--- src/rtl/refmon_pkg.sv ---
package refmon_pkg;

  typedef enum logic [2:0] {
    LK_PRELOCK  = 3'd1,
    LK_PRELOCK2 = 3'd2,
    LK_LOCKED   = 3'd3,
    LK_LOL      = 3'd4
  } lock_st_e;

  typedef struct packed {
    logic fast;
    logic slow;
  } fail_ev_t;

endpackage

--- src/rtl/refmon_gap_timer.sv ---
module refmon_gap_timer #(
  parameter int PW         = 16,
  parameter int MISS_LIMIT = 2,
  parameter int MW         = 2
) (
  input  logic          clk,
  input  logic          rst,
  input  logic          ref_edge,
  input  logic [PW-1:0] exp_period,
  output logic [MW-1:0] miss_cnt,
  output logic          miss_tick
);
  localparam int LW = PW + 1;

  logic [LW-1:0] limit;
  logic [LW-1:0] gap;
  logic          wrap;

  // window is one and a half expected periods
  always_comb begin
    limit = {1'b0, exp_period} + LW'(exp_period >> 1);
    wrap  = (gap >= limit - 1'b1);
  end

  always_ff @(posedge clk) begin
    if (rst) begin
      gap       <= '0;
      miss_cnt  <= '0;
      miss_tick <= 1'b0;
    end else begin
      miss_tick <= 1'b0;
      if (ref_edge) begin
        gap      <= '0;
        miss_cnt <= '0;
      end else if (wrap) begin
        gap       <= '0;
        miss_tick <= 1'b1;
        if (miss_cnt != MW'(MISS_LIMIT)) miss_cnt <= miss_cnt + 1'b1;
      end else begin
        gap <= gap + 1'b1;
      end
    end
  end

  a_r2_edge_clears: assert property (@(posedge clk) disable iff (rst)
    ref_edge |=> (miss_cnt == '0));
  a_r1_miss_bound: assert property (@(posedge clk) disable iff (rst)
    miss_cnt <= MW'(MISS_LIMIT));

endmodule

--- src/rtl/refmon_leaky_bucket.sv ---
module refmon_leaky_bucket #(
  parameter int BKT_W    = 8,
  parameter int BKT_HI   = 200,
  parameter int BKT_LO   = 40,
  parameter int LEAK_DIV = 4096
) (
  input  logic             clk,
  input  logic             rst,
  input  logic             tick,
  input  logic             force_hi,
  output logic [BKT_W-1:0] level,
  output logic             alarm,
  output logic             slow_trip
);
  localparam int LCW = (LEAK_DIV > 2) ? $clog2(LEAK_DIV) : 1;
  localparam logic [BKT_W-1:0] HI_V = BKT_W'(BKT_HI);
  localparam logic [BKT_W-1:0] LO_V = BKT_W'(BKT_LO);

  logic [LCW-1:0]   leak_cnt;
  logic             leak_now;
  logic [BKT_W-1:0] lvl_next;
  logic             alarm_next;

  always_comb begin
    leak_now = (leak_cnt == LCW'(LEAK_DIV - 1));
    lvl_next = level;
    if (force_hi)                          lvl_next = HI_V;
    else if (tick)                         lvl_next = (level >= HI_V) ? HI_V : level + 1'b1;
    else if (leak_now && (level != '0))    lvl_next = level - 1'b1;
    if (force_hi)   alarm_next = 1'b1;
    else if (alarm) alarm_next = (lvl_next > LO_V);
    else            alarm_next = (lvl_next >= HI_V);
  end

  always_ff @(posedge clk) begin
    if (rst) begin
      leak_cnt  <= '0;
      level     <= '0;
      alarm     <= 1'b0;
      slow_trip <= 1'b0;
    end else begin
      leak_cnt  <= leak_now ? '0 : leak_cnt + 1'b1;
      level     <= lvl_next;
      alarm     <= alarm_next;
      slow_trip <= !force_hi && !alarm && alarm_next;
    end
  end

  a_r3_force_top: assert property (@(posedge clk) disable iff (rst)
    force_hi |=> (level == HI_V && alarm));
  a_r8_level_cap: assert property (@(posedge clk) disable iff (rst)
    level <= HI_V);
  a_r7_trip_at_top: assert property (@(posedge clk) disable iff (rst)
    slow_trip |-> (level == HI_V && alarm));

endmodule

--- src/rtl/refmon_lock_fsm.sv ---
module refmon_lock_fsm
  import refmon_pkg::*;
#(
  parameter int LOCK_EDGES = 16,
  parameter int LOL_HOLD   = 1024
) (
  input  logic     clk,
  input  logic     rst,
  input  logic     ref_edge,
  input  logic     miss_tick,
  input  logic     fast_fail,
  input  logic     slow_fail,
  output lock_st_e state
);
  localparam int ECW = $clog2(LOCK_EDGES + 1);
  localparam int DCW = $clog2(LOL_HOLD + 1);

  logic [ECW-1:0] ecnt;
  logic [DCW-1:0] dcnt;

  always_ff @(posedge clk) begin
    if (rst) begin
      state <= LK_PRELOCK;
      ecnt  <= '0;
      dcnt  <= '0;
    end else if (fast_fail) begin
      state <= LK_PRELOCK2;   // straight on, loss-of-lock skipped
      ecnt  <= '0;
    end else if (slow_fail) begin
      state <= LK_LOL;
      dcnt  <= '0;
    end else begin
      case (state)
        LK_PRELOCK, LK_PRELOCK2: begin
          if (miss_tick) begin
            ecnt <= '0;
          end else if (ref_edge) begin
            if (ecnt == ECW'(LOCK_EDGES - 1)) begin
              state <= LK_LOCKED;
              ecnt  <= '0;
            end else begin
              ecnt <= ecnt + 1'b1;
            end
          end
        end
        LK_LOCKED: ;
        LK_LOL: begin
          if (dcnt == DCW'(LOL_HOLD - 1)) begin
            state <= LK_PRELOCK;
            dcnt  <= '0;
            ecnt  <= '0;
          end else begin
            dcnt <= dcnt + 1'b1;
          end
        end
        default: state <= LK_PRELOCK;
      endcase
    end
  end

  a_r5_fast_to_pl2: assert property (@(posedge clk) disable iff (rst)
    fast_fail |=> (state == LK_PRELOCK2));
  a_r7_slow_to_lol: assert property (@(posedge clk) disable iff (rst)
    (slow_fail && !fast_fail) |=> (state == LK_LOL));
  a_r9_lock_on_edge: assert property (@(posedge clk) disable iff (rst)
    ((state == LK_PRELOCK || state == LK_PRELOCK2) && !ref_edge) |=> (state != LK_LOCKED));

endmodule

--- src/rtl/ref_fastfail_det.sv ---
module ref_fastfail_det
  import refmon_pkg::*;
#(
  parameter int PW         = 16,
  parameter int MISS_LIMIT = 2,
  parameter int BKT_W      = 8,
  parameter int BKT_HI     = 200,
  parameter int BKT_LO     = 40,
  parameter int LEAK_DIV   = 4096,
  parameter int LOCK_EDGES = 16,
  parameter int LOL_HOLD   = 1024
) (
  input  logic             clk,
  input  logic             rst,
  input  logic             ref_edge,
  input  logic             fast_en,
  input  logic [PW-1:0]    exp_period,
  input  logic             stat_clr,
  output logic             switch_req,
  output logic             ref_fail_flag,
  output logic [BKT_W-1:0] bucket_level,
  output logic             act_alarm,
  output logic [2:0]       lock_state
);
  localparam int MW = $clog2(MISS_LIMIT + 1);

  logic [MW-1:0] miss_cnt;
  logic          miss_tick;
  logic          armed;
  logic          slow_trip;
  fail_ev_t      ev;
  lock_st_e      st;

  refmon_gap_timer #(
    .PW(PW), .MISS_LIMIT(MISS_LIMIT), .MW(MW)
  ) u_gap (
    .clk(clk), .rst(rst), .ref_edge(ref_edge), .exp_period(exp_period),
    .miss_cnt(miss_cnt), .miss_tick(miss_tick)
  );

  always_comb begin
    ev.fast = fast_en && armed && !ref_edge && (miss_cnt == MW'(MISS_LIMIT));
    ev.slow = slow_trip;
  end

  refmon_leaky_bucket #(
    .BKT_W(BKT_W), .BKT_HI(BKT_HI), .BKT_LO(BKT_LO), .LEAK_DIV(LEAK_DIV)
  ) u_bkt (
    .clk(clk), .rst(rst), .tick(miss_tick), .force_hi(ev.fast),
    .level(bucket_level), .alarm(act_alarm), .slow_trip(slow_trip)
  );

  refmon_lock_fsm #(
    .LOCK_EDGES(LOCK_EDGES), .LOL_HOLD(LOL_HOLD)
  ) u_fsm (
    .clk(clk), .rst(rst), .ref_edge(ref_edge), .miss_tick(miss_tick),
    .fast_fail(ev.fast), .slow_fail(ev.slow), .state(st)
  );

  assign lock_state = st;

  always_ff @(posedge clk) begin
    if (rst) begin
      armed         <= 1'b1;
      switch_req    <= 1'b0;
      ref_fail_flag <= 1'b0;
    end else begin
      if (ev.fast)       armed <= 1'b0;
      else if (ref_edge) armed <= 1'b1;
      switch_req <= ev.fast || ev.slow;
      if (ev.fast || ev.slow) ref_fail_flag <= 1'b1;
      else if (stat_clr)      ref_fail_flag <= 1'b0;
    end
  end

  a_r4_flag_sticky: assert property (@(posedge clk) disable iff (rst)
    (ref_fail_flag && !stat_clr) |=> ref_fail_flag);
  a_r4_req_sets_flag: assert property (@(posedge clk) disable iff (rst)
    switch_req |-> ref_fail_flag);
  a_r6_one_per_arm: assert property (@(posedge clk) disable iff (rst)
    ev.fast |=> !ev.fast);

endmodule

--- config.mk ---
export PLATFORM = sky130hd
export DESIGN_NAME = ref_fastfail_det
export DESIGN_NICKNAME = d
export VERILOG_FILES = /design/src/rtl/refmon_pkg.sv /design/src/rtl/refmon_gap_timer.sv /design/src/rtl/refmon_leaky_bucket.sv /design/src/rtl/refmon_lock_fsm.sv /design/src/rtl/ref_fastfail_det.sv
export SDC_FILE = /design/constraint.sdc
export NUM_CORES = 1
export LEC_CHECK = 0
export BUFFER_PORTS_ARGS = -buffer_cell sky130_fd_sc_hd__buf_2
export CAP_MARGIN = 30
export CORE_UTILIZATION = 40
export DETAILED_ROUTE_END_ITERATION = 8
export SYNTH_ARGS = -nofsm -noshare
export SYNTH_HDL_FRONTEND = slang
export SYNTH_SLANG_ARGS = --single-unit
--- constraint.sdc ---
create_clock -name clk -period 4.4 [get_ports clk]
set_input_delay 0.66 -clock clk [delete_from_list [all_inputs] [get_ports clk]]
set_output_delay 0.66 -clock clk [all_outputs]
set_load 0.005 [all_outputs]
# Yosys cells after proc, flatten, opt, wreduce, memory -nomap -nowiden
# Cells that the tools add are included.
# totals
register_bits,64
input_bits,21
word_cells,101
# op_classes
add_sub_neg,9
magnitude_cmp,4
n_eq_ne,21
muxes,26
bitwise,2
n_reduce_logical,25
# op_table
cell,count
$mux 11,3
$mux 8,4
$mux 5,4
$add 16x15->17,1
$add 17x1->17 const B,1
$ge 17x17->1,1
$sub 17x1->17 const B,1
$ge 8x8->1 const B,2
$mux 3,5
$add 12x1->12 const B,1
$eq 12x12->1 const B,1
$ne 3x3->1 const B,4
$add 11x1->11 const B,1
$eq 11x10->1 const B,1
$pmux 5 s2,1
$reduce_and 5->1,2
$pmux 3 s3,1
$add 8x1->8 const B,1
$gt 8x6->1 const B,1
$ne 4x3->1 const B,2
$ne 4x4->1 const B,2
$reduce_bool 2->1,4
$reduce_bool 8->1,1
$reduce_or 2->1,4
other kinds (20),38

# Longest topological paths before layout
# Gate-level depths: netlist (run 1).
# logic_depth
word_depth,9
mapped_depth,20

# Hierarchy
# From an unflattened synthesis (run 1), not the netlist that was laid out.
# unflattened
cells_unflattened,555
hier_area_um2,4596.9
# modules_own_cells
module,n_inst,cells_each,area_per_inst_um2,seq_area_each_um2
refmon_gap_timer,1,278,2175.8,400.4
refmon_leaky_bucket,1,149,1282.5,440.4
refmon_lock_fsm,1,117,1013.5,380.4
ref_fastfail_det,1,11,125.1,60.1

# Worst setup path after synthesis (run 1)
# Ideal clock, no wire load.
# synth_timing
path_type,input port to flip-flop
from,input port exp_period[1]
to,register u_gap.gap[10]
setup_ps,128
arrival_time_ps,4304
t_required_ps,4272
path_slack_ps,-31
cell_stages,19
n_path_buf,1
cell_sequence,inv_1 > ha_1 > inv_1 > ha_1 > inv_1 > fa_1 > nor2b_1 > o31a_1 > o2111ai_1 > a21oi_1 > o41ai_1 > mux2i_1 > o2111ai_1 > ha_1 > nand4_1 > a221o_1 > o211ai_1 > clkbuf_1 > nor2_1
# synth_via
elab_chain_len,4
# synth_lines
element,line_no,source
from (decl),ref_fastfail_det.sv:17,"input logic [PW-1:0] exp_period,"
$add 16x15->17,refmon_gap_timer.sv:21,"limit = {1'b0, exp_period} + LW'(exp_period >> 1);"
$sub 17x1->17,refmon_gap_timer.sv:22,wrap = (gap >= limit - 1'b1);
$ge 17x17->1,refmon_gap_timer.sv:22,
$reduce_or 3->1 (no source line),--,
to (signal assigned),refmon_gap_timer.sv:40,gap <= gap + 1'b1;
to (decl),refmon_gap_timer.sv:16,logic [LW-1:0] gap;
# No other way between the ends.
# A chain may end at the register's enable or synchronous reset.

# Final worst setup path (run 1)
# layout_timing
from,input port exp_period[1]
to,register u_gap.gap[4]
# The elaborated chain is that of the path after synthesis.

==> results of run 1 <==
per-stage QoR:
step / power (mW) / utilization, % / cells
after floorplan: 0.799 / - / 550
after global routing: 1.39 / 45.8 / 735
after detailed placement: 0.860 / 44.2 / 720
after global placement: 0.851 / 44.2 / 720
final: 1.31 / 45.8 / 735
after CTS: 1.33 / 45.8 / 735
kinds of logic (layout without fill, tap and decap cells):
logic type                 count (synthesis)  after routing
muxes                                      4              4
adders and majority gates                 55             55
DFF                                       64             64
xor gates and xnor gates                  42             42
buffers and inverters                     69            114
AOI/OAI and AO/OA                        100            100
and+or+nand+nor                          216            216
final timing paths:
path,from,end,depth (start not counted)
worst max-delay path,exp_period[1],u_gap.gap[4]$_SDFF_PP0_,21
worst min-delay path,u_fsm.dcnt[10]$_SDFFE_PP0P_,u_fsm.dcnt[10]$_SDFFE_PP0P_,2
worst max register to register,u_gap.miss_cnt[0]$_SDFFE_PP0P_,u_bkt.alarm$_SDFF_PP0_,9
worst min register to register,u_fsm.dcnt[10]$_SDFFE_PP0P_,u_fsm.dcnt[10]$_SDFFE_PP0P_,2
worst register-to-register path, cell delays in order, from the launching register on:
cell                        delay [ns]
sky130_fd_sc_hd__dfxtp_1          0.42
sky130_fd_sc_hd__inv_1            0.07
sky130_fd_sc_hd__ha_1             0.29
sky130_fd_sc_hd__nand4b_1         0.39
sky130_fd_sc_hd__o21a_1           0.31
sky130_fd_sc_hd__or2b_1           0.25
sky130_fd_sc_hd__mux2i_1          0.29
sky130_fd_sc_hd__nor3_2           0.11
sky130_fd_sc_hd__a2111oi_0        0.42
sky130_fd_sc_hd__or3_1            0.17
sequential cells by signal, summed over array words and instances, names as in the netlist:
signal           flops
ref_fail_flag        1
armed                1
u_gap.miss_tick      1
u_fsm.state          3
u_bkt.level          8
u_bkt.leak_cnt      12
u_gap.gap           17
u_gap.miss_cnt       2
u_bkt.alarm          1
u_bkt.slow_trip      1
switch_req           1
u_fsm.ecnt           5
u_fsm.dcnt          11
cell usage in the layout, fill, tap and decap left out, types with 2 or more instances in the layout:
| master | n |
|---|---|
| sky130_fd_sc_hd__o211ai_1 | 3 |
| sky130_fd_sc_hd__clkbuf_8 | 12 |
| sky130_fd_sc_hd__nand3_1 | 23 |
| sky130_fd_sc_hd__or2_2 | 3 |
| sky130_fd_sc_hd__a21oi_1 | 30 |
| sky130_fd_sc_hd__and2_1 | 2 |
| sky130_fd_sc_hd__and3_1 | 11 |
| sky130_fd_sc_hd__or3b_2 | 4 |
| sky130_fd_sc_hd__buf_2 | 34 |
| sky130_fd_sc_hd__nand2_1 | 30 |
| sky130_fd_sc_hd__a21o_1 | 11 |
| sky130_fd_sc_hd__nor3b_1 | 2 |
| sky130_fd_sc_hd__a31oi_1 | 8 |
| sky130_fd_sc_hd__nand4_1 | 15 |
| sky130_fd_sc_hd__o21a_1 | 3 |
| sky130_fd_sc_hd__inv_1 | 59 |
| sky130_fd_sc_hd__nor2b_1 | 9 |
| sky130_fd_sc_hd__dfxtp_1 | 64 |
| sky130_fd_sc_hd__or3_1 | 6 |
| sky130_fd_sc_hd__nor4_1 | 5 |
| sky130_fd_sc_hd__or4_1 | 2 |
| sky130_fd_sc_hd__nand4b_1 | 2 |
| sky130_fd_sc_hd__buf_4 | 6 |
| sky130_fd_sc_hd__a211oi_1 | 6 |
| sky130_fd_sc_hd__o21ai_0 | 16 |
| sky130_fd_sc_hd__o2111ai_1 | 4 |
| sky130_fd_sc_hd__o21bai_1 | 2 |
| sky130_fd_sc_hd__nor3_1 | 9 |
| sky130_fd_sc_hd__mux2i_1 | 4 |
| sky130_fd_sc_hd__xnor2_1 | 19 |
| sky130_fd_sc_hd__ha_1 | 53 |
| sky130_fd_sc_hd__nor2_1 | 71 |
| sky130_fd_sc_hd__fa_1 | 2 |
| sky130_fd_sc_hd__nor4b_1 | 2 |
| sky130_fd_sc_hd__nand2b_1 | 9 |
| sky130_fd_sc_hd__xor2_1 | 23 |
cell usage after synthesis, types with 11 or more instances:
| library cell | n | share of area (%) |
|---|---|---|
| sky130_fd_sc_hd__nand3_1 | 23 | 2.6 |
| sky130_fd_sc_hd__ha_1 | 53 | 15 |
| sky130_fd_sc_hd__xor2_1 | 23 | 4.5 |
| sky130_fd_sc_hd__a21oi_1 | 30 | 3.4 |
| sky130_fd_sc_hd__a21o_1 | 11 | 1.8 |
| sky130_fd_sc_hd__dfxtp_1 | 64 | 29 |
| sky130_fd_sc_hd__o21ai_0 | 16 | 1.8 |
| sky130_fd_sc_hd__nand4_1 | 15 | 2.1 |
| sky130_fd_sc_hd__nor2_1 | 71 | 6.0 |
| sky130_fd_sc_hd__xnor2_1 | 19 | 3.7 |
| sky130_fd_sc_hd__nand2_1 | 30 | 2.5 |
| sky130_fd_sc_hd__inv_1 | 59 | 4.9 |
| sky130_fd_sc_hd__and3_1 | 11 | 1.5 |
power breakdown:
part | leakage, nW | internal (mW) | switching (mW)
logic | 1.63 | 0.116 | 0.138
registers | 0.517 | 0.584 | 0.00602
clock network | 0.0955 | 0.248 | 0.216
area by class of cell:
| class | instances | share of cell area, % |
|---|---|---|
| multi-input cells | 417 | 58.4 |
| flip-flops and latches | 64 | 25.7 |
| clock inverters | 2 | 0.276 |
| well taps | 140 | 3.51 |
| repair buffers | 40 | 4.31 |
| clock buffers | 13 | 3.39 |
| inverters | 59 | 4.44 |
metal layers:
metal  part of all wire [%]  global-route usage (%)  up-vias
met3                    2.4                    2.42       14
met1                     50                    20.2     1773
li1                       -                       -     2017
met5                      0                       0        -
met2                     46                    27.4       53
met4                    2.0                    7.24        0
==> impl_results.html, run 1 <==
<table>
<tr><th>Metric</th><th>Value</th></tr>
<tr><th colspan="2">Layout</th></tr>
<tr><td>ANT cells</td><td>0</td></tr>
<tr><td>Fraction of layout instances using a drive strength above 1</td><td>12.1%</td></tr>
<tr><td>Reg area</td><td>0.00128 mm^2</td></tr>
<tr><td>Filler cell count in the final layout</td><td>1096</td></tr>
<tr><td>Post-synthesis to final-layout area growth</td><td>11.5%</td></tr>
<tr><td>Post-layout nets</td><td>667</td></tr>
<tr><td>Area of the multi-input gates</td><td>0.00291 mm^2</td></tr>
<tr><td>Area of all placed cells without fillers</td><td>0.00499 mm^2</td></tr>
<tr><th colspan="2">Status</th></tr>
<tr><td>Status</td><td>finished clean</td></tr>
<tr><th colspan="2">Setup path</th></tr>
<tr><td>Buffers &amp; Inverters on Critical Path</td><td>6</td></tr>
<tr><td>Crit Path Max Fanout</td><td>17</td></tr>
<tr><td>Setup slack of the most critical reg-to-reg path</td><td>1.64 ns</td></tr>
<tr><td>WP data arrival</td><td>4.32 ns</td></tr>
<tr><td>Startpoint type of the worst setup path</td><td>primary input</td></tr>
<tr><td>Critical Path RT</td><td>4.63 ns</td></tr>
<tr><td>Cell family with most CP delay</td><td>compound AO/OA/AOI/OAI gates</td></tr>
<tr><td>Critical setup path kind</td><td>in -&gt; reg</td></tr>
<tr><td>Sort of element at the end of the critical path</td><td>register</td></tr>
<tr><td>Peak per-stage delay on the critical path</td><td>0.36 ns</td></tr>
<tr><td>Cell-by-cell listing of the critical path</td><td>buf_2 &gt; inv_1 &gt; ha_1 &gt; inv_1 &gt; ha_1 &gt; inv_1 &gt; fa_1 &gt; nor2b_1 &gt; o31a_1 &gt; o2111ai_1 &gt; a21oi_1 &gt; o41ai_1 &gt; buf_4 &gt; mux2i_1 &gt; o2111ai_1 &gt; ha_1 &gt; nand4_1 &gt; a221o_1 &gt; o211ai_1 &gt; buf_4 &gt; nor2_1</td></tr>
<tr><td>Cell with the largest stage delay on the worst path</td><td>sky130_fd_sc_hd__o41ai_1</td></tr>
<tr><th colspan="2">Yosys</th></tr>
<tr><td>Number of distinct standard cells referenced by the synthesized netlist</td><td>64</td></tr>
<tr><td>Adder and majority cell fraction of the synthesized area</td><td>15.7%</td></tr>
<tr><td>Primary FF master, synth</td><td>sky130_fd_sc_hd__dfxtp_1</td></tr>
<tr><td>Synth Cell Area</td><td>0.00448 mm^2</td></tr>
<tr><td>Post-synthesis average cell area</td><td>8.14 um^2</td></tr>
<tr><td>Multiplexer share of the synthesized area</td><td>0.894%</td></tr>
<tr><td>Main combinational cell family by area after synthesis</td><td>simple AND/OR/NAND/NOR gates</td></tr>
<tr><td>Post-Synth XOR/XNOR Area</td><td>8.22%</td></tr>
<tr><td>Number of synthesized register bits</td><td>64</td></tr>
<tr><td>EDFF count, synth</td><td>0</td></tr>
<tr><td>Number of warning messages in the yosys log</td><td>0</td></tr>
<tr><td>Area fraction in compound gates after synthesis</td><td>14.9%</td></tr>
<tr><td>Asr flop ratio synth</td><td>0%</td></tr>
<tr><td>Share of synthesized area occupied by flip-flops and latches</td><td>28.6%</td></tr>
<tr><td>Post-Synth Simple-Gate Area</td><td>25.4%</td></tr>
<tr><td>Post-Synthesis Net Count</td><td>626</td></tr>
<tr><td>Cell count after synthesis</td><td>550</td></tr>
<tr><th colspan="2">Power and ir drop</th></tr>
<tr><td>Maximum VDD drop</td><td>0.165 mV</td></tr>
<tr><td>Power per standard cell area</td><td>262 mW/mm^2</td></tr>
<tr><td>Leakage power of the design</td><td>2.25 nW</td></tr>
<tr><th colspan="2">Timing</th></tr>
<tr><td>Setup repair after global routing missed its margin</td><td>no</td></tr>
<tr><td>Shortest clock period the worst path allows after layout</td><td>4.09 ns</td></tr>
<tr><td>Achievable Freq</td><td>0.245 GHz</td></tr>
<tr><td>Tcrit/Tclk final</td><td>92.9%</td></tr>
<tr><td>Finish-stage setup viols</td><td>0</td></tr>
<tr><td>Final Max Tran Viols</td><td>0</td></tr>
<tr><td>Final worst-path setup slack</td><td>0.314 ns</td></tr>
<tr><td>Worst clock skew</td><td>0.00722 ns</td></tr>
<tr><td>Setup Total Neg Slack</td><td>0 ns</td></tr>
<tr><td>Post-route worst hold slack</td><td>0.443 ns</td></tr>
<tr><td>Transition time at the pin with the least slew margin</td><td>0.658 ns</td></tr>
<tr><td>Remaining max-slew budget at the tightest pin</td><td>55.6%</td></tr>
<tr><td>Hold Vio Cnt, Final</td><td>0</td></tr>
<tr><th colspan="2">Route</th></tr>
<tr><td>Number of iterations in the first detailed-routing pass</td><td>6</td></tr>
<tr><td>DRC violation count after routing</td><td>0</td></tr>
<tr><td>DR vias/cell</td><td>5.25</td></tr>
<tr><td>Routed length per placed instance</td><td>11.8 um</td></tr>
<tr><td>DRT iter0 DRCs</td><td>173</td></tr>
<tr><td>Wirelength, routed</td><td>8700 um</td></tr>
<tr><td>Antenna Violating Nets Remaining</td><td>0</td></tr>
<tr><td>Count of vias placed by the detailed router</td><td>3857</td></tr>
<tr><th colspan="2">Clock tree</th></tr>
<tr><td>Clock tree from TritonCTS</td><td>done</td></tr>
<tr><td>Number of clock sinks</td><td>64</td></tr>
<tr><td>Count of buffers added by post-CTS timing repair for setup</td><td>0</td></tr>
<tr><td>Clock-pin slew of the registers on the worst-case setup and hold paths</td><td>0.07 ns</td></tr>
<tr><td>Clock network latency to the later pin of the worst-skew pair</td><td>0.34 ns</td></tr>
<tr><td>Buffer cell driving the clock tree root</td><td>sky130_fd_sc_hd__clkbuf_8</td></tr>
<tr><td>Number of H-tree levels</td><td>3</td></tr>
<tr><td>Number of buffers inserted for hold repair after clock tree synthesis</td><td>0</td></tr>
<tr><td>Total clock buffers created by CTS</td><td>9</td></tr>
<tr><td>Cts repair resizes</td><td>0</td></tr>
<tr><td>Max Buffers Root-to-Sink</td><td>2</td></tr>
<tr><th colspan="2">GRT</th></tr>
<tr><td>Pin count of the biggest net entering global routing</td><td>31</td></tr>
<tr><td>Via count of the first global-routing pass</td><td>3646</td></tr>
<tr><td>Antenna violations before repair</td><td>0</td></tr>
<tr><td>Overall routing resource usage</td><td>16.2%</td></tr>
<tr><td>Grt ovf</td><td>0</td></tr>
<tr><td>Wire length of the first global-routing pass</td><td>15400 um</td></tr>
<tr><th colspan="2">Floorplanning</th></tr>
<tr><td>Standard-cell rows</td><td>38</td></tr>
<tr><td>Placeable core area</td><td>0.0109 mm^2</td></tr>
<tr><td>Die height</td><td>108 um</td></tr>
<tr><td>Initial Util</td><td>41.1%</td></tr>
<tr><td>Number of ports placed on the die boundary</td><td>35</td></tr>
<tr><td>Die extent in x</td><td>108 um</td></tr>
<tr><td>Die footprint</td><td>0.0116 mm^2</td></tr>
<tr><th colspan="2">Placement</th></tr>
<tr><td>Area post-placement</td><td>0.00481 mm^2</td></tr>
<tr><td>Gp weighted congestion</td><td>0.802</td></tr>
<tr><td>Detailed placement HPWL</td><td>6680 um</td></tr>
<tr><td>Worst slack at placement</td><td>-0.0347 ns</td></tr>
<tr><td>Buffers added on ports</td><td>34</td></tr>
<tr><th colspan="2">Flow run</th></tr>
<tr><td>Max-cap violations</td><td>0</td></tr>
<tr><th colspan="2">Worst hold path</th></tr>
<tr><td>Hold WC Path Type</td><td>reg -&gt; reg</td></tr>
</table>
No activity file was read; power rests on OpenSTA's default activity.
==> run 2: changes to the inputs <==
--- a/config.mk
+++ b/config.mk
@@ -7,8 +7,10 @@
 export LEC_CHECK = 0
 export BUFFER_PORTS_ARGS = -buffer_cell sky130_fd_sc_hd__buf_2
 export CAP_MARGIN = 30
+export CORE_ASPECT_RATIO = 2
 export CORE_UTILIZATION = 40
 export DETAILED_ROUTE_END_ITERATION = 8
+export PLACE_DENSITY = 0.66
 export SYNTH_ARGS = -nofsm -noshare
 export SYNTH_HDL_FRONTEND = slang
 export SYNTH_SLANG_ARGS = --single-unit
==> constraint.sdc (replaced) <==
create_clock -name clk -period 4.7 [get_ports clk]
set_input_delay 0.705 -clock clk [delete_from_list [all_inputs] [get_ports clk]]
set_output_delay 0.705 -clock clk [all_outputs]
set_load 0.005 [all_outputs]
==> run 2 against run 1 <==
  * Utilization up 0.90 points
  * Critical path depth unchanged
  * Die area up 0.22%
  * Combinational power down 6%
  * Global-route usage up 1.4 points
  * Flip-flop and latch count unchanged
  * Non-clock buffer count down 1
  * Power up 7.7%
  * Cell count unchanged
  * Worst setup slack better by 0.13 ns
  * Via count up 2.8%
  * First-iteration DRC count down 29%
  * Critical path type unchanged
  * Largest cell class unchanged
  * Largest power group is now the clock network
==> impl_results.html, run 2 (synthesis results as in run 1) <==
<table>
<tr><th>Metric</th><th>Value</th></tr>
<tr><th colspan="2">Status</th></tr>
<tr><td>Status</td><td>finished clean</td></tr>
<tr><th colspan="2">Power and ir drop</th></tr>
<tr><td>Power per standard cell area</td><td>277 mW/mm^2 (+5.7%)</td></tr>
<tr><td>Combinational group share of total power</td><td>16.9% (-2.5 points)</td></tr>
<tr><td>Net switching power of the design</td><td>0.357 mW (-1.0%)</td></tr>
<tr><td>Int Power</td><td>1.05 mW (+11%)</td></tr>
<tr><td>Switching Share</td><td>25.3% (-2.2 points)</td></tr>
<tr><td>Sequential cell fraction of total power</td><td>39.3% (-5.8 points)</td></tr>
<tr><td>Leakage power of the design</td><td>2.29 nW (+2.0%)</td></tr>
<tr><td>Maximum VDD drop</td><td>0.159 mV (-3.8%)</td></tr>
<tr><td>Part of the power in the clock network</td><td>43.8% (+8.3 points)</td></tr>
<tr><th colspan="2">Clock tree</th></tr>
<tr><td>Number of clock sinks</td><td>64 (unchanged)</td></tr>
<tr><td>Max Buffers Root-to-Sink</td><td>2 (unchanged)</td></tr>
<tr><td>Total clock buffers created by CTS</td><td>9 (unchanged)</td></tr>
<tr><td>Clock network latency to the later pin of the worst-skew pair</td><td>0.33 ns (about the same)</td></tr>
<tr><td>Clock tree from TritonCTS</td><td>done</td></tr>
<tr><td>Number of buffers inserted for hold repair after clock tree synthesis</td><td>0 (unchanged)</td></tr>
<tr><td>Buffer cell driving the clock tree root</td><td>sky130_fd_sc_hd__clkbuf_16</td></tr>
<tr><td>Number of H-tree levels</td><td>3 (unchanged)</td></tr>
<tr><td>Clock-pin slew of the registers on the worst-case setup and hold paths</td><td>0.05 ns (-0.02 ns)</td></tr>
<tr><td>Count of buffers added by post-CTS timing repair for setup</td><td>0 (unchanged)</td></tr>
<tr><td>Cts repair resizes</td><td>0 (unchanged)</td></tr>
<tr><th colspan="2">Route</th></tr>
<tr><td>Wirelength, routed</td><td>9240 um (+6.2%)</td></tr>
<tr><td>DR vias/cell</td><td>5.39 (+2.8%)</td></tr>
<tr><td>Count of vias placed by the detailed router</td><td>3965 (+2.8%)</td></tr>
<tr><td>Routed length per placed instance</td><td>12.6 um (+6.2%)</td></tr>
<tr><td>DRT iter0 DRCs</td><td>123 (-29%)</td></tr>
<tr><td>DRC violation count after routing</td><td>0 (unchanged)</td></tr>
<tr><td>Number of iterations in the first detailed-routing pass</td><td>4 (-2)</td></tr>
<tr><td>Antenna Violating Nets Remaining</td><td>0 (unchanged)</td></tr>
<tr><th colspan="2">Floorplanning</th></tr>
<tr><td>Number of ports placed on the die boundary</td><td>35 (unchanged)</td></tr>
<tr><td>Die footprint</td><td>0.0116 mm^2 (+0.22%)</td></tr>
<tr><td>Initial Util</td><td>41.2% (about the same)</td></tr>
<tr><td>Standard-cell rows</td><td>54 (+42%)</td></tr>
<tr><td>Die extent in x</td><td>76.8 um (-29%)</td></tr>
<tr><td>Die height</td><td>152 um (+41%)</td></tr>
<tr><td>Placeable core area</td><td>0.0109 mm^2 (about the same)</td></tr>
<tr><th colspan="2">Layout</th></tr>
<tr><td>Post-layout nets</td><td>666 (-0.15%)</td></tr>
<tr><td>Most frequent cells in the layout</td><td>71 x sky130_fd_sc_hd__nor2_1, 64 x sky130_fd_sc_hd__dfxtp_1, 59 x sky130_fd_sc_hd__inv_1, 53 x sky130_fd_sc_hd__ha_1, 34 x sky130_fd_sc_hd__buf_2</td></tr>
<tr><td>Filler cell count in the final layout</td><td>1093 (-0.27%)</td></tr>
<tr><td>Biggest regs</td><td>u_gap.gap: 17 flops, u_bkt.leak_cnt: 12 flops, u_fsm.dcnt: 11 flops</td></tr>
<tr><td>Reg area</td><td>0.00128 mm^2 (unchanged)</td></tr>
<tr><td>Max reg flops</td><td>17 (unchanged)</td></tr>
<tr><td>Register with the most flip-flops</td><td>u_gap.gap</td></tr>
<tr><td>Area of the multi-input gates</td><td>0.00291 mm^2 (about the same)</td></tr>
<tr><td>ANT cells</td><td>0 (unchanged)</td></tr>
<tr><td>Fraction of layout instances using a drive strength above 1</td><td>12.1% (unchanged)</td></tr>
<tr><td>Post-synthesis to final-layout area growth</td><td>13.6%</td></tr>
<tr><td>Most frequent standard cell in the layout excluding fill and tap cells</td><td>sky130_fd_sc_hd__nor2_1</td></tr>
<tr><th colspan="2">Placement</th></tr>
<tr><td>Buffers added on ports</td><td>34 (unchanged)</td></tr>
<tr><td>Gp weighted congestion</td><td>0.888 (+11%)</td></tr>
<tr><td>Worst slack at placement</td><td>0.115 ns (+0.150 ns)</td></tr>
<tr><td>Detailed placement HPWL</td><td>7250 um (+8.6%)</td></tr>
<tr><th colspan="2">GRT</th></tr>
<tr><td>Antenna violations before repair</td><td>0 (unchanged)</td></tr>
<tr><td>Via count of the first global-routing pass</td><td>4002 (+9.8%)</td></tr>
<tr><td>Wire length of the first global-routing pass</td><td>16700 um (+8.8%)</td></tr>
<tr><td>Grt ovf</td><td>0 (unchanged)</td></tr>
<tr><td>Overall routing resource usage</td><td>17.6% (+1.4 points)</td></tr>
<tr><td>Pin count of the biggest net entering global routing</td><td>31 (unchanged)</td></tr>
<tr><th colspan="2">Setup path</th></tr>
<tr><td>Setup slack of the most critical reg-to-reg path</td><td>1.97 ns (+0.33 ns)</td></tr>
<tr><td>Critical Path RT</td><td>4.92 ns (+0.29 ns)</td></tr>
<tr><td>Startpoint type of the worst setup path</td><td>primary input</td></tr>
<tr><td>Reg2Reg Depth</td><td>8 (-1)</td></tr>
<tr><td>Sort of element at the end of the critical path</td><td>register</td></tr>
<tr><td>WP data arrival</td><td>4.48 ns (+0.16 ns)</td></tr>
<tr><td>Crit Path Max Fanout</td><td>12 (-5)</td></tr>
<tr><td>Critical setup path kind</td><td>in -&gt; reg</td></tr>
<tr><td>RR Endpoint</td><td>u_bkt.alarm$_SDFF_PP0_</td></tr>
<tr><td>Worst reg2reg startpoint</td><td>u_bkt.leak_cnt[0]$_SDFF_PP0_</td></tr>
<tr><th colspan="2">Timing</th></tr>
<tr><td>Finish-stage setup viols</td><td>0 (unchanged)</td></tr>
<tr><td>Achievable Freq</td><td>0.235 GHz</td></tr>
<tr><td>Shortest clock period the worst path allows after layout</td><td>4.26 ns</td></tr>
<tr><td>Final Max Tran Viols</td><td>0 (unchanged)</td></tr>
<tr><td>Transition time at the pin with the least slew margin</td><td>0.656 ns (-0.00201 ns)</td></tr>
<tr><td>Worst clock skew</td><td>0.00439 ns (-0.00283 ns)</td></tr>
<tr><td>Tcrit/Tclk final</td><td>90.6%</td></tr>
<tr><td>Hold Vio Cnt, Final</td><td>0 (unchanged)</td></tr>
<tr><td>Setup repair after global routing missed its margin</td><td>no</td></tr>
<tr><td>Remaining max-slew budget at the tightest pin</td><td>55.8% (+0.14 points)</td></tr>
<tr><td>Setup Total Neg Slack</td><td>0 ns (unchanged)</td></tr>
<tr><td>Final worst-path setup slack</td><td>0.442 ns (+0.128 ns)</td></tr>
<tr><th colspan="2">Worst hold path</th></tr>
<tr><td>Instance count along the most critical hold path</td><td>2 (unchanged)</td></tr>
<tr><td>Hold WC Path Type</td><td>reg -&gt; reg</td></tr>
<tr><td>Hold worst-path end</td><td>armed$_SDFFE_PP1P_</td></tr>
<tr><td>Source of the worst hold timing path</td><td>armed$_SDFFE_PP1P_</td></tr>
<tr><th colspan="2">Flow run</th></tr>
<tr><td>Max-cap violations</td><td>0 (unchanged)</td></tr>
</table>
## run 2: metal layers
| layer | routed length, um | part of all wire (%) | GRT usage, % |
|---|---|---|---|
| met1 | 3580 | 39 | 16.5 |
| met2 | 5180 | 56 | 36.1 |
| met3 | 283 | 3.1 | 2.93 |
| met4 | 201 | 2.2 | 7.88 |
| met5 | 0 | 0 | 0 |
## run 2: final cells by class
class / instances / area share, %
clock buffer: 13 / 5.32
clock inverter: 3 / 0.295
inverter: 59 / 4.36
multi-input combinational: 417 / 57.3
sequential: 64 / 25.2
tap: 140 / 3.45
timing repair buffer: 39 / 4.09
## run 2: metrics by stage
step | utilization (%) | hold WS, ns | instances | instance area, um^2 | total power [mW]
final | 46.7 | 0.444 | 735 | 5080 | 1.41
after floorplan | - | 0.417 | 550 | 4480 | 0.748
after global routing | 46.7 | 0.485 | 735 | 5080 | 1.50
after detailed placement | 44.1 | 0.438 | 719 | 4800 | 0.804
after CTS | 46.7 | 0.445 | 735 | 5080 | 1.43
after global placement | 44.1 | 0.430 | 719 | 4800 | 0.794
## run 2: worst max-delay path: stages
cell	delay (ns)
sky130_fd_sc_hd__buf_2	0.07
sky130_fd_sc_hd__inv_1	0.05
sky130_fd_sc_hd__ha_1	0.27
sky130_fd_sc_hd__inv_1	0.04
sky130_fd_sc_hd__ha_1	0.21
sky130_fd_sc_hd__inv_1	0.07
sky130_fd_sc_hd__fa_1	0.20
sky130_fd_sc_hd__nor2b_1	0.06
sky130_fd_sc_hd__o31a_1	0.27
sky130_fd_sc_hd__o2111ai_1	0.24
sky130_fd_sc_hd__a21oi_1	0.14
sky130_fd_sc_hd__o41ai_1	0.36
sky130_fd_sc_hd__buf_4	0.18
sky130_fd_sc_hd__mux2i_1	0.17
sky130_fd_sc_hd__o2111ai_1	0.14
sky130_fd_sc_hd__ha_1	0.32
sky130_fd_sc_hd__nand4_1	0.12
sky130_fd_sc_hd__a221o_1	0.32
sky130_fd_sc_hd__o211ai_1	0.23
sky130_fd_sc_hd__buf_4	0.23
sky130_fd_sc_hd__nor2_1	0.07
## run 2: worst max-delay path by stage
stage	start	end	cells after the start
2_1_floorplan	exp_period[1]	u_gap.gap[10]$_SDFF_PP0_	19
3_3_place_gp	exp_period[2]	u_gap.gap[7]$_SDFF_PP0_	21
3_5_place_dp	exp_period[2]	u_gap.gap[5]$_SDFF_PP0_	21
4_1_cts	exp_period[2]	u_gap.gap[3]$_SDFF_PP0_	21
5_1_grt	exp_period[2]	u_gap.gap[3]$_SDFF_PP0_	21
6_report	exp_period[2]	u_gap.gap[3]$_SDFF_PP0_	21
## run 2: power by group through the flow
stage / sequential (mW) / clock, mW / combinational [mW]
2_1_floorplan: 0.563 / 0 / 0.185
3_3_place_gp: 0.565 / 0 / 0.230
3_5_place_dp: 0.565 / 0 / 0.239
4_1_cts: 0.553 / 0.631 / 0.241
5_1_grt: 0.554 / 0.660 / 0.284
6_report: 0.554 / 0.618 / 0.238
